[src/rtl/rxf_pkg.sv]
package rxf_pkg;
  // next index of a circular buffer of the given depth
  function automatic int unsigned wrap_inc(int unsigned idx, int unsigned depth);
    return (idx + 1 == depth) ? 0 : idx + 1;
  endfunction

  // occupancy after one cycle of push and pop
  function automatic int unsigned level_after(int unsigned lvl, logic push, logic pop);
    return lvl + (push ? 1 : 0) - (pop ? 1 : 0);
  endfunction
endpackage

[src/rtl/rxf_store.sv]
module rxf_store #(
  parameter int unsigned DEPTH = 16,
  parameter int unsigned DW    = 8
) (
  input  logic          clk,
  input  logic          rst_n,
  input  logic          push,
  input  logic [DW-1:0] push_data,
  input  logic          pop,
  output logic [DW-1:0] head,
  output logic          full,
  output logic          empty
);
  import rxf_pkg::*;
  localparam int unsigned PW = (DEPTH > 1) ? $clog2(DEPTH) : 1;
  localparam int unsigned CW = $clog2(DEPTH + 1);

  logic [DW-1:0] mem [DEPTH];
  logic [PW-1:0] rd_ptr, wr_ptr;
  logic [CW-1:0] level;
  logic          pop_ok;

  assign full   = (level == CW'(DEPTH));
  assign empty  = (level == '0);
  assign pop_ok = pop && !empty;
  assign head   = empty ? '0 : mem[rd_ptr];

  always_ff @(posedge clk or negedge rst_n) begin
    if (!rst_n) begin
      rd_ptr <= '0;
      wr_ptr <= '0;
      level  <= '0;
    end else begin
      if (push)   wr_ptr <= PW'(wrap_inc(32'(wr_ptr), DEPTH));
      if (pop_ok) rd_ptr <= PW'(wrap_inc(32'(rd_ptr), DEPTH));
      level <= CW'(level_after(32'(level), push, pop_ok));
    end
  end

  always_ff @(posedge clk) begin
    if (push) mem[wr_ptr] <= push_data;
  end


  level_bound_chk: assert property (@(posedge clk) disable iff (!rst_n)
    level <= CW'(DEPTH));

  no_push_when_full_chk: assert property (@(posedge clk) disable iff (!rst_n)
    (push && full) |-> pop);

  empty_pop_stable_chk: assert property (@(posedge clk) disable iff (!rst_n)
    (pop && empty) |=> (rd_ptr == $past(rd_ptr)));
endmodule

[src/rtl/rxf_ovr_flag.sv]
module rxf_ovr_flag #(
  parameter int unsigned SW      = 16,
  parameter int unsigned OVR_BIT = 0
) (
  input  logic          clk,
  input  logic          rst_n,
  input  logic          ovr_evt,
  input  logic          sts_rd,
  input  logic          sts_wr,
  input  logic [SW-1:0] sts_wdata,
  output logic          ovr,
  output logic [SW-1:0] sts_rdata
);
  localparam logic [SW-1:0] CLR_MASK = SW'(1) << OVR_BIT;

  logic seen;
  logic clr_evt;
  logic set_evt;

  assign clr_evt   = sts_wr && seen && ((sts_wdata & CLR_MASK) == '0);
  assign set_evt   = ovr_evt && !ovr;
  assign sts_rdata = ovr ? CLR_MASK : '0;

  always_ff @(posedge clk or negedge rst_n) begin
    if (!rst_n) begin
      ovr  <= 1'b0;
      seen <= 1'b0;
    end else begin
      if (clr_evt)      ovr <= 1'b0;
      else if (set_evt) ovr <= 1'b1;
      if (sts_wr)             seen <= 1'b0;
      else if (sts_rd && ovr) seen <= 1'b1;
    end
  end


  clear_needs_read_chk: assert property (@(posedge clk) disable iff (!rst_n)
    $fell(ovr) |-> $past(sts_wr && seen));

  rise_only_by_event_chk: assert property (@(posedge clk) disable iff (!rst_n)
    $rose(ovr) |-> $past(ovr_evt));

  set_takes_effect_chk: assert property (@(posedge clk) disable iff (!rst_n)
    set_evt |=> ovr);

  reserved_zero_chk: assert property (@(posedge clk) disable iff (!rst_n)
    $countones(sts_rdata) <= 1);
endmodule

[src/rtl/rx_fifo_ovr.sv]
module rx_fifo_ovr #(
  parameter int unsigned DEPTH = 16,
  parameter int unsigned DW    = 8,
  parameter int unsigned SW    = 16
) (
  input  logic          clk,
  input  logic          rst_n,
  input  logic          rx_en,
  input  logic          rx_strobe,
  input  logic [DW-1:0] rx_byte,
  input  logic          dat_pop,
  output logic [DW-1:0] dat_rdata,
  output logic          rx_avail,
  input  logic          sts_rd,
  input  logic          sts_wr,
  input  logic [SW-1:0] sts_wdata,
  output logic [SW-1:0] sts_rdata
);
  logic full, empty, ovr;
  logic byte_in;
  logic push_ok;
  logic ovr_evt;
  logic pop_ok;

  assign byte_in = rx_strobe && rx_en && !ovr;
  assign pop_ok  = dat_pop && !empty;
  assign push_ok = byte_in && (!full || pop_ok);
  assign ovr_evt = byte_in && full && !pop_ok;
  assign rx_avail = !empty;

  rxf_store #(.DEPTH(DEPTH), .DW(DW)) u_store (
    .clk(clk), .rst_n(rst_n), .push(push_ok), .push_data(rx_byte),
    .pop(dat_pop), .head(dat_rdata), .full(full), .empty(empty)
  );

  rxf_ovr_flag #(.SW(SW), .OVR_BIT(0)) u_flag (
    .clk(clk), .rst_n(rst_n), .ovr_evt(ovr_evt), .sts_rd(sts_rd),
    .sts_wr(sts_wr), .sts_wdata(sts_wdata), .ovr(ovr), .sts_rdata(sts_rdata)
  );


  stall_no_push_chk: assert property (@(posedge clk) disable iff (!rst_n)
    ovr |-> !push_ok);

  disabled_flag_stable_chk: assert property (@(posedge clk) disable iff (!rst_n)
    (!rx_en && !sts_wr) |=> $stable(ovr));

  pop_push_full_no_ovr_chk: assert property (@(posedge clk) disable iff (!rst_n)
    (full && pop_ok) |-> !ovr_evt);
endmodule

[config.mk]
export PLATFORM = sky130hd
export DESIGN_NAME = rx_fifo_ovr
export DESIGN_NICKNAME = d
export VERILOG_FILES = /design/src/rtl/rxf_pkg.sv /design/src/rtl/rxf_store.sv /design/src/rtl/rxf_ovr_flag.sv /design/src/rtl/rx_fifo_ovr.sv
export SDC_FILE = /design/constraint.sdc
export NUM_CORES = 1
export LEC_CHECK = 0
export BUFFER_PORTS_ARGS = -buffer_cell sky130_fd_sc_hd__buf_2
export CORE_MARGIN = 2
export CORE_UTILIZATION = 59
export DETAILED_ROUTE_END_ITERATION = 10
export HOLD_SLACK_MARGIN = 0.02
export PLACE_DENSITY = 0.88
export SETUP_SLACK_MARGIN = 0.2
export SLEW_MARGIN = 20
export SYNTH_ARGS = -nofsm -noshare
export SYNTH_HDL_FRONTEND = slang
export SYNTH_HIERARCHICAL = 1
export SYNTH_SLANG_ARGS = --single-unit
export TNS_END_PERCENT = 10
[constraint.sdc]
create_clock -name clk -period 3 [get_ports clk]
set_input_delay 0.6 -clock clk [delete_from_list [all_inputs] [get_ports clk]]
set_output_delay 0.6 -clock clk [all_outputs]
set_load 0.1 [all_outputs]
==> Flow_metrics.wiki, run 1 <==
{| class="wikitable"
! Metric !! Value
|-
| Max-cap violations || 0
|-
| Multi-input gate area || 0.00169 mm²
|-
| CP top delay family || multiplexers
|-
| Drc violations || 0
|-
| Post-Place Setup Slack || 142 ps
|-
| Portion of the clock cycle consumed by the worst path in the final layout || 0.993
|-
| Path type of the worst setup path || reg -> out
|-
| Fraction of the yosys area taken by sequential cells || 0.697
|-
| H-tree levels || 4
|-
| Syn. warnings || 6
|-
| Synth Instances || 318
|-
| Status || finished, final reports clean
|-
| Type of destination of the critical path || primary output
|-
| Worst voltage drop across the vdd grid || 0.969 mV
|-
| Register Area || 0.00422 mm²
|-
| Cell area after placement || 0.00639 mm²
|-
| Pins over their slew limit || 0
|-
| Accumulated negative setup slack || 0 ps
|-
| Routed Wire Length || 11600 µm
|-
| Origin of the critical flop-to-flop path || u_store/level[3]
|-
| Total grt overflow || 0
|-
| Area Growth Syn to Fin || 18.6%
|-
| Number of violations reported at the end of detailed-routing iteration 0 || 196
|-
| Worst path required time || 2400 ps
|-
| Total number of vias || 3037
|-
| Fraction of final layout cells sized beyond drive strength 1 || 0.354
|-
| Worst relative slew slack || 0.491
|-
| Critical path data arrival time || 2380 ps
|-
| Total design power || 0.00795 W
|-
| Via density per instance || 5.84
|-
| Final worst path period need || 2980 ps
|-
| Maximum root-to-sink buffer count || 2
|-
| TritonCTS clock tree || yes
|-
| Worst setup path start || u_store/rd_ptr[0]
|-
| Tightest Pin Transition || 759 ps
|-
| Number of global-route vias before repair || 3211
|-
| Count of final setup violators || 0
|-
| Count of TritonRoute iterations in the first routing pass || 5
|-
| Horizontal die dimension || 105 µm
|-
| Total number of clock tree sinks || 143
|-
| Top Ports || 56
|-
| Clock-pin slew on the worst setup and hold paths || 60 ps
|-
| Count of buffers inserted at the top-level ports || 25
|-
| Skew final || 7.98 ps
|-
| Global-route usage over all layers || 0.226
|-
| Starting utilization of the core area || 0.614
|-
| Routed length per placed instance || 22.3 µm
|-
| Number of distinct library cells after synthesis || 35
|-
| Post-detail-place hpwl || 7250 µm
|-
| Chain of cells forming the critical path || buf_8 -> mux4_2 -> and2b_1 -> a211oi_2 -> buf_4 -> a211oi_4 -> buf_12
|-
| Maximum number of pins on one net before global-route repair || 36
|-
| Die Height || 105 µm
|-
| Worst hold-check path type || in -> reg
|-
| Clock root cell || sky130_fd_sc_hd__clkbuf_8
|-
| Worst hold start || sts_wr
|-
| Endpoints failing hold || 0
|-
| Total Die Area || 0.0111 mm²
|-
| Insertion delay of the later-clocked pin in the worst-skew pair || 520 ps
|-
| Fill cell instance count of the final layout || 568
|-
| Unrepaired setup endpoints after global routing || yes
|-
| Antenna violations before repair || 0
|-
| Maximum clock rate || 336 MHz
|-
| Antenna Violating Nets Remaining || 0
|-
| Post-layout nets || 417
|-
| CP max stage cell || sky130_fd_sc_hd__mux4_2
|-
| Area of the core || 0.00986 mm²
|-
| TritonCTS Buffers || 17
|-
| Final Wtd Congestion || 0.767
|-
| Slowest cell delay on critical path || 530 ps
|-
| Final cell area excluding filler cells || 0.00718 mm²
|-
| Kind of start point of the critical path || flop
|-
| Tightest hold margin || 253 ps
|-
| Post-layout worst setup margin || 22.4 ps
|-
| Power per cell area || 1110 mW/mm²
|-
| Largest driver fanout on the critical path || 5
|-
| Post-synthesis average cell area || 19.0 µm²
|-
| Number of rows in the core area || 36
|-
| Global-route wire length before repair || 18200 µm
|-
| Buffer and inverter count on the worst path || 3
|-
| Leakage Power || 2.57 nW
|-
| Synthesized flop and latch total || 143
|-
| Netlist Area Pre-Place || 0.00605 mm²
|-
| Antenna Diode Count || 0
|}
-- metal layers --
| layer | wire length (µm) | share of wire | GRT usage | vias to the layer above |
|---|---|---|---|---|
| met1 | 4690 | 0.40 | 0.291 | 1560 |
| met2 | 6060 | 0.52 | 0.379 | 127 |
| li1 | - | - | - | 1333 |
| met5 | 0 | 0 | 0 | - |
| met4 | 177 | 0.015 | 0.0800 | 0 |
| met3 | 673 | 0.058 | 0.0563 | 17 |
-- per-stage QoR --
step / utilization / cells
finish: 0.728 / 520
global route: 0.728 / 520
CTS: 0.726 / 518
detailed placement: 0.648 / 482
global placement: 0.647 / 482
floorplan: - / 332
-- registers in the layout, summed over array words and instances, names as in the netlist --
register	flops
u_store/rd_ptr	4
u_flag/seen	1
u_store/mem	128
u_store/wr_ptr	4
u_flag/ovr	1
u_store/level	5
-- synth_stat cells --
cell type	count	share of area
sky130_fd_sc_hd__nand4_1	2	0.0021
sky130_fd_sc_hd__o21ba_1	1	0.0017
sky130_fd_sc_hd__nor3_1	5	0.0041
sky130_fd_sc_hd__dfrtp_1	15	0.062
sky130_fd_sc_hd__inv_1	10	0.0062
sky130_fd_sc_hd__nor2b_1	5	0.0052
sky130_fd_sc_hd__mux4_1	16	0.069
sky130_fd_sc_hd__o21ai_0	1	0.00083
sky130_fd_sc_hd__mux2i_1	8	0.013
sky130_fd_sc_hd__nand2_1	8	0.0050
sky130_fd_sc_hd__buf_6	3	0.0056
sky130_fd_sc_hd__a21o_1	1	0.0012
sky130_fd_sc_hd__buf_2	4	0.0033
sky130_fd_sc_hd__o22a_1	1	0.0014
sky130_fd_sc_hd__ha_1	11	0.023
sky130_fd_sc_hd__xnor2_1	6	0.0087
sky130_fd_sc_hd__nor4b_4	1	0.0039
sky130_fd_sc_hd__and4_1	1	0.0014
sky130_fd_sc_hd__clkbuf_8	1	0.0023
sky130_fd_sc_hd__edfxtp_1	128	0.63
sky130_fd_sc_hd__fa_1	1	0.0033
sky130_fd_sc_hd__xor2_1	4	0.0058
sky130_fd_sc_hd__buf_4	19	0.024
sky130_fd_sc_hd__nand2b_1	2	0.0021
sky130_fd_sc_hd__clkbuf_4	1	0.0012
sky130_fd_sc_hd__clkbuf_1	4	0.0025
sky130_fd_sc_hd__a21oi_1	3	0.0025
sky130_fd_sc_hd__mux2_2	1	0.0019
sky130_fd_sc_hd__buf_12	1	0.0033
sky130_fd_sc_hd__nor2_1	15	0.0093
sky130_fd_sc_hd__conb_1	1	0.00062
sky130_fd_sc_hd__a211oi_1	16	0.020
sky130_fd_sc_hd__and2b_1	5	0.0062
sky130_fd_sc_hd__mux4_2	16	0.060
sky130_fd_sc_hd__nand3b_4	1	0.0033
-- kinds of logic after synthesis --
group | count (synthesis) | share of synthesized area
other cells | 1 | 0.000619
xor+xnor | 10 | 0.0145
flops | 143 | 0.697
fa+ha+maj | 12 | 0.0260
mux | 41 | 0.144
simple gates | 45 | 0.0426
compound gates | 23 | 0.0275
buf+inv | 43 | 0.0479
-- area by class of cell --
class / instances / share of cell area
Clock inverter: 11 / 0.0230
Inverter: 10 / 0.00523
Sequential cell: 143 / 0.588
Tap cell: 133 / 0.0232
Multi-Input combinational cell: 146 / 0.235
Timing Repair Buffer: 56 / 0.0654
Clock buffer: 21 / 0.0598
-- worst paths after layout --
kind | to | slack (ps) | cells after the start
setup / recovery | dat_rdata[0] | 20 | 7
setup reg to reg | u_store/level[4] | 370 | 11
min in group asynchronous | u_flag/seen | 530 | 2
max in group asynchronous | u_store/rd_ptr[0] | 2160 | 2
hold reg to reg | u_flag/seen | 540 | 2
hold / removal | u_flag/seen | 250 | 2
-- layout by cell type (no fill, tap or decap), types with 2 or more instances in the layout --
cell                        Yosys  layout
sky130_fd_sc_hd__edfxtp_1     128     128
sky130_fd_sc_hd__mux4_2        16      27
sky130_fd_sc_hd__buf_4         19      25
sky130_fd_sc_hd__clkbuf_16      0      16
sky130_fd_sc_hd__buf_2          4      16
sky130_fd_sc_hd__nor2_1        15      15
sky130_fd_sc_hd__conb_1         1      15
sky130_fd_sc_hd__dfrtp_1       15      14
sky130_fd_sc_hd__a211oi_2       0      13
sky130_fd_sc_hd__ha_1          11      11
sky130_fd_sc_hd__inv_1         10      10
sky130_fd_sc_hd__buf_6          3       9
sky130_fd_sc_hd__nand2_1        8       8
sky130_fd_sc_hd__mux2i_1        8       6
sky130_fd_sc_hd__xnor2_1        6       6
sky130_fd_sc_hd__mux4_1        16       5
sky130_fd_sc_hd__and2b_1        5       5
sky130_fd_sc_hd__clkbuf_1       4       4
sky130_fd_sc_hd__clkinv_2       0       4
sky130_fd_sc_hd__bufinv_16      0       4
sky130_fd_sc_hd__xor2_1         4       4
sky130_fd_sc_hd__nor3_1         5       3
sky130_fd_sc_hd__buf_12         1       3
sky130_fd_sc_hd__a21oi_1        3       3
sky130_fd_sc_hd__a211oi_4       0       3
sky130_fd_sc_hd__nor2b_1        5       2
sky130_fd_sc_hd__clkinv_4       0       2
sky130_fd_sc_hd__nor2b_2        0       2
sky130_fd_sc_hd__mux2i_2        0       2
sky130_fd_sc_hd__nand2b_1       2       2
sky130_fd_sc_hd__nor3_2         0       2
sky130_fd_sc_hd__nand4_1        2       2
sky130_fd_sc_hd__buf_8          0       2
-- timing repair --
item,CTS,global route
setup endpoints to repair,10,10
hold endpoints to repair,15,0
buffers inserted,3,2
pin swaps,13,6
resized for setup,50,7
hold buffers,1,0
-- power breakdown --
group / switching, W / total (W) / internal, W / leakage [nW]
registers: 0.000176 / 0.00254 / 0.00236 / 1.33
clock network: 0.000748 / 0.00209 / 0.00135 / 0.290
logic: 0.00204 / 0.00332 / 0.00128 / 0.951
Power figures use the tool's default switching activity.
==> run 2: changes to the inputs <==
REMOVE_ABC_BUFFERS = 1   (was unset)
==> run 2 against run 1 <==
The flow now finishes with violations (setup timing). Wire length increased by 19%. Register-to-register slack improved by 20 ps. Critical path depth unchanged. Global-route usage increased by 2.4 points. Utilization increased by 0.14 points. Sequential cell count unchanged. Final cell count decreased by 0.96%. Die area unchanged. Power increased by 1.6%. Clock-buffer cell count decreased by 2.
==> Flow_metrics.wiki, run 2 (same netlist as run 1, synthesis figures left out) <==
{| class="wikitable"
! Metric !! Value
|-
| Number of global-route vias before repair || 3317 (+3.3%)
|-
| Count of final setup violators || 7 (+7)
|-
| Insertion delay of the later-clocked pin in the worst-skew pair || 530 ps (about the same)
|-
| Largest driver fanout on the critical path || 5 (unchanged)
|-
| Total number of vias || 3217 (+5.9%)
|-
| Maximum root-to-sink buffer count || 2 (unchanged)
|-
| Leading cell types in the layout, fill and taps excluded || sky130_fd_sc_hd__edfxtp_1 (128), sky130_fd_sc_hd__mux4_2 (26), sky130_fd_sc_hd__buf_2 (17), sky130_fd_sc_hd__clkbuf_16 (16), sky130_fd_sc_hd__buf_4 (16)
|-
| Power per cell area || 1120 mW/mm² (+1.4%)
|-
| Skew final || 13.4 ps (+5.45 ps)
|-
| Count of TritonRoute iterations in the first routing pass || 7 (+2)
|-
| Antenna Violating Nets Remaining || 0 (unchanged)
|-
| Global-route usage over all layers || 0.251 (+0.0242)
|-
| Worst relative slew slack || 0.214 (-0.277)
|-
| Routed Wire Length || 13800 µm (+19%)
|-
| Pins over their slew limit || 0 (unchanged)
|-
| Accumulated negative setup slack || -441 ps (-441 ps)
|-
| Total Die Area || 0.0111 mm² (unchanged)
|-
| Worst hold-check path type || in -> reg
|-
| Tightest Pin Transition || 1180 ps (+420 ps)
|-
| Worst voltage drop across the vdd grid || 1.00 mV (+3.3%)
|-
| Unrepaired setup endpoints after global routing || yes
|-
| H-tree levels || 4 (unchanged)
|-
| Portion of the clock cycle consumed by the worst path in the final layout || 1.04 (+0.0518)
|-
| Clock root cell || sky130_fd_sc_hd__clkbuf_8
|-
| Worst path required time || 2400 ps (about the same)
|-
| Global-route wire length before repair || 19600 µm (+7.9%)
|-
| Top Ports || 56 (unchanged)
|-
| Clock-pin slew on the worst setup and hold paths || 60 ps (about the same)
|-
| Failing checks || setup timing
|-
| Critical path data arrival time || 2530 ps (+150 ps)
|-
| Horizontal die dimension || 105 µm (unchanged)
|-
| CP top delay family || multiplexers
|-
| Total number of clock tree sinks || 143 (unchanged)
|-
| Final Wtd Congestion || 0.765 (-0.26%)
|-
| Starting utilization of the core area || 0.614 (unchanged)
|-
| Post-detail-place hpwl || 7160 µm (-1.3%)
|-
| Leakage Power || 2.54 nW (-1.1%)
|-
| Kind of start point of the critical path || flop
|-
| Drc violations || 0 (unchanged)
|-
| Area of the core || 0.00986 mm² (unchanged)
|-
| Chain of cells forming the critical path || buf_8 -> buf_12 -> buf_16 -> mux4_2 -> mux2i_2 -> a211oi_2 -> buf_6
|-
| Post-layout nets || 412 (-1.2%)
|-
| Post-layout worst setup margin || -133 ps (-155 ps)
|-
| Antenna violations before repair || 0 (unchanged)
|-
| Total grt overflow || 0 (unchanged)
|-
| Maximum clock rate || 319 MHz (-5.0%)
|-
| Antenna Diode Count || 0 (unchanged)
|-
| Area Growth Syn to Fin || 18.8%
|-
| Register with the highest flop count || u_store/mem
|-
| Number of violations reported at the end of detailed-routing iteration 0 || 327 (+67%)
|-
| Routed length per placed instance || 26.8 µm (+20%)
|-
| Type of destination of the critical path || primary output
|-
| Die Height || 105 µm (unchanged)
|-
| Slowest cell delay on critical path || 510 ps (-20 ps)
|-
| Most common cell after layout, fill and taps aside || sky130_fd_sc_hd__edfxtp_1
|-
| Leading registers by flop count || u_store/mem (128), u_store/level (5)
|-
| Via density per instance || 6.25 (+7.0%)
|-
| Status || complete, but fails checks
|-
| Number of rows in the core area || 36 (unchanged)
|-
| Buffer and inverter count on the worst path || 4 (+1)
|-
| Utilization after layout || 0.729 (+0.00140)
|-
| TritonCTS Buffers || 17 (unchanged)
|-
| Maximum number of pins on one net before global-route repair || 19 (-47%)
|-
| Max-cap violations || 0 (unchanged)
|-
| CP max stage cell || sky130_fd_sc_hd__dfrtp_4
|-
| Fraction of final layout cells sized beyond drive strength 1 || 0.351 (-0.00322)
|-
| Final worst path period need || 3130 ps (+155 ps)
|-
| Flip-flop count of the largest register, all copies and words added || 128 (unchanged)
|-
| Endpoints failing hold || 0 (unchanged)
|-
| TritonCTS clock tree || yes
|-
| Count of buffers inserted at the top-level ports || 25 (unchanged)
|-
| Path type of the worst setup path || reg -> out
|}
## run 2: cell types whose count changed in the layout (fill, tap and decap cells not counted), moves of 3 or more
cell	previous run	this run
sky130_fd_sc_hd__buf_4	25	16
sky130_fd_sc_hd__nor2b_1	2	5
sky130_fd_sc_hd__nor2_1	15	11
sky130_fd_sc_hd__nor2_2	0	4
sky130_fd_sc_hd__clkinv_4	2	5
sky130_fd_sc_hd__a211oi_2	13	10
sky130_fd_sc_hd__a211oi_1	0	3
sky130_fd_sc_hd__buf_6	9	6
## run 2: metrics by stage
stage | instance area (µm²) | setup slack, ps | total power, W | cells | hold slack, ps
final | 7190 | -133 | 0.00808 | 515 | 244
after global routing | 7190 | -209 | 0.00834 | 515 | 240
after CTS | 7140 | -44.2 | 0.00787 | 515 | 234
after detailed placement | 6320 | 102 | 0.00529 | 476 | 496
after global placement | 6310 | 227 | 0.00519 | 476 | 479
after floorplan | 5850 | -1800 | 0.00458 | 299 | 304
## run 2: layout make-up
cell class	count	area, µm²
timing repair buffer	51	495
inverter	10	37.5
multi-input combinational	146	1680
tap	133	166
clock buffer	19	422
clock inverter	13	166
sequential	143	4220
fill	509	2670
## run 2: routing by layer
| layer | track usage | vias up | part of all wire |
|---|---|---|---|
| li1 | - | 1322 | - |
| met1 | 0.289 | 1626 | 0.35 |
| met2 | 0.448 | 223 | 0.54 |
| met3 | 0.0606 | 46 | 0.073 |
| met4 | 0.102 | 0 | 0.036 |
| met5 | 0 | - | 0 |
## run 2: repair_timing
action	CTS	global route
buffers inserted	4	0
hold buffers	1	0
pin swaps	10	3
endpoints found under the setup margin	16	37
resized for setup	47	15
cloned	2	0
hold endpoints to repair	15	0
## run 2: worst paths after layout
kind	start	endpoint	slack [ps]	depth (start not counted)
hold / removal	sts_wr	u_flag/seen	240	2
hold reg to reg	u_flag/seen	u_flag/seen	520	2
setup reg to reg	u_store/level[2]	u_store/mem[13][7]	390	7
min in group asynchronous	rst_n	u_flag/seen	520	2
max in group asynchronous	rst_n	u_store/rd_ptr[0]	2190	2
setup / recovery	u_store/rd_ptr[0]	dat_rdata[7]	-130	7
## run 2: worst reg2reg max path, delay by kind of cell (launching register included)
family	cells	cell delay [ps]
buf+inv	1	60
flops	1	350
fa+ha+maj	1	210
simple gates	4	1250
compound gates	1	360
## run 2: power breakdown
part | internal, W | switching [W] | leakage, nW
logic | 0.00134 | 0.00206 | 0.936
registers | 0.00236 | 0.000258 | 1.33
clock network | 0.00127 | 0.000794 | 0.278
total | 0.00497 | 0.00311 | 2.54
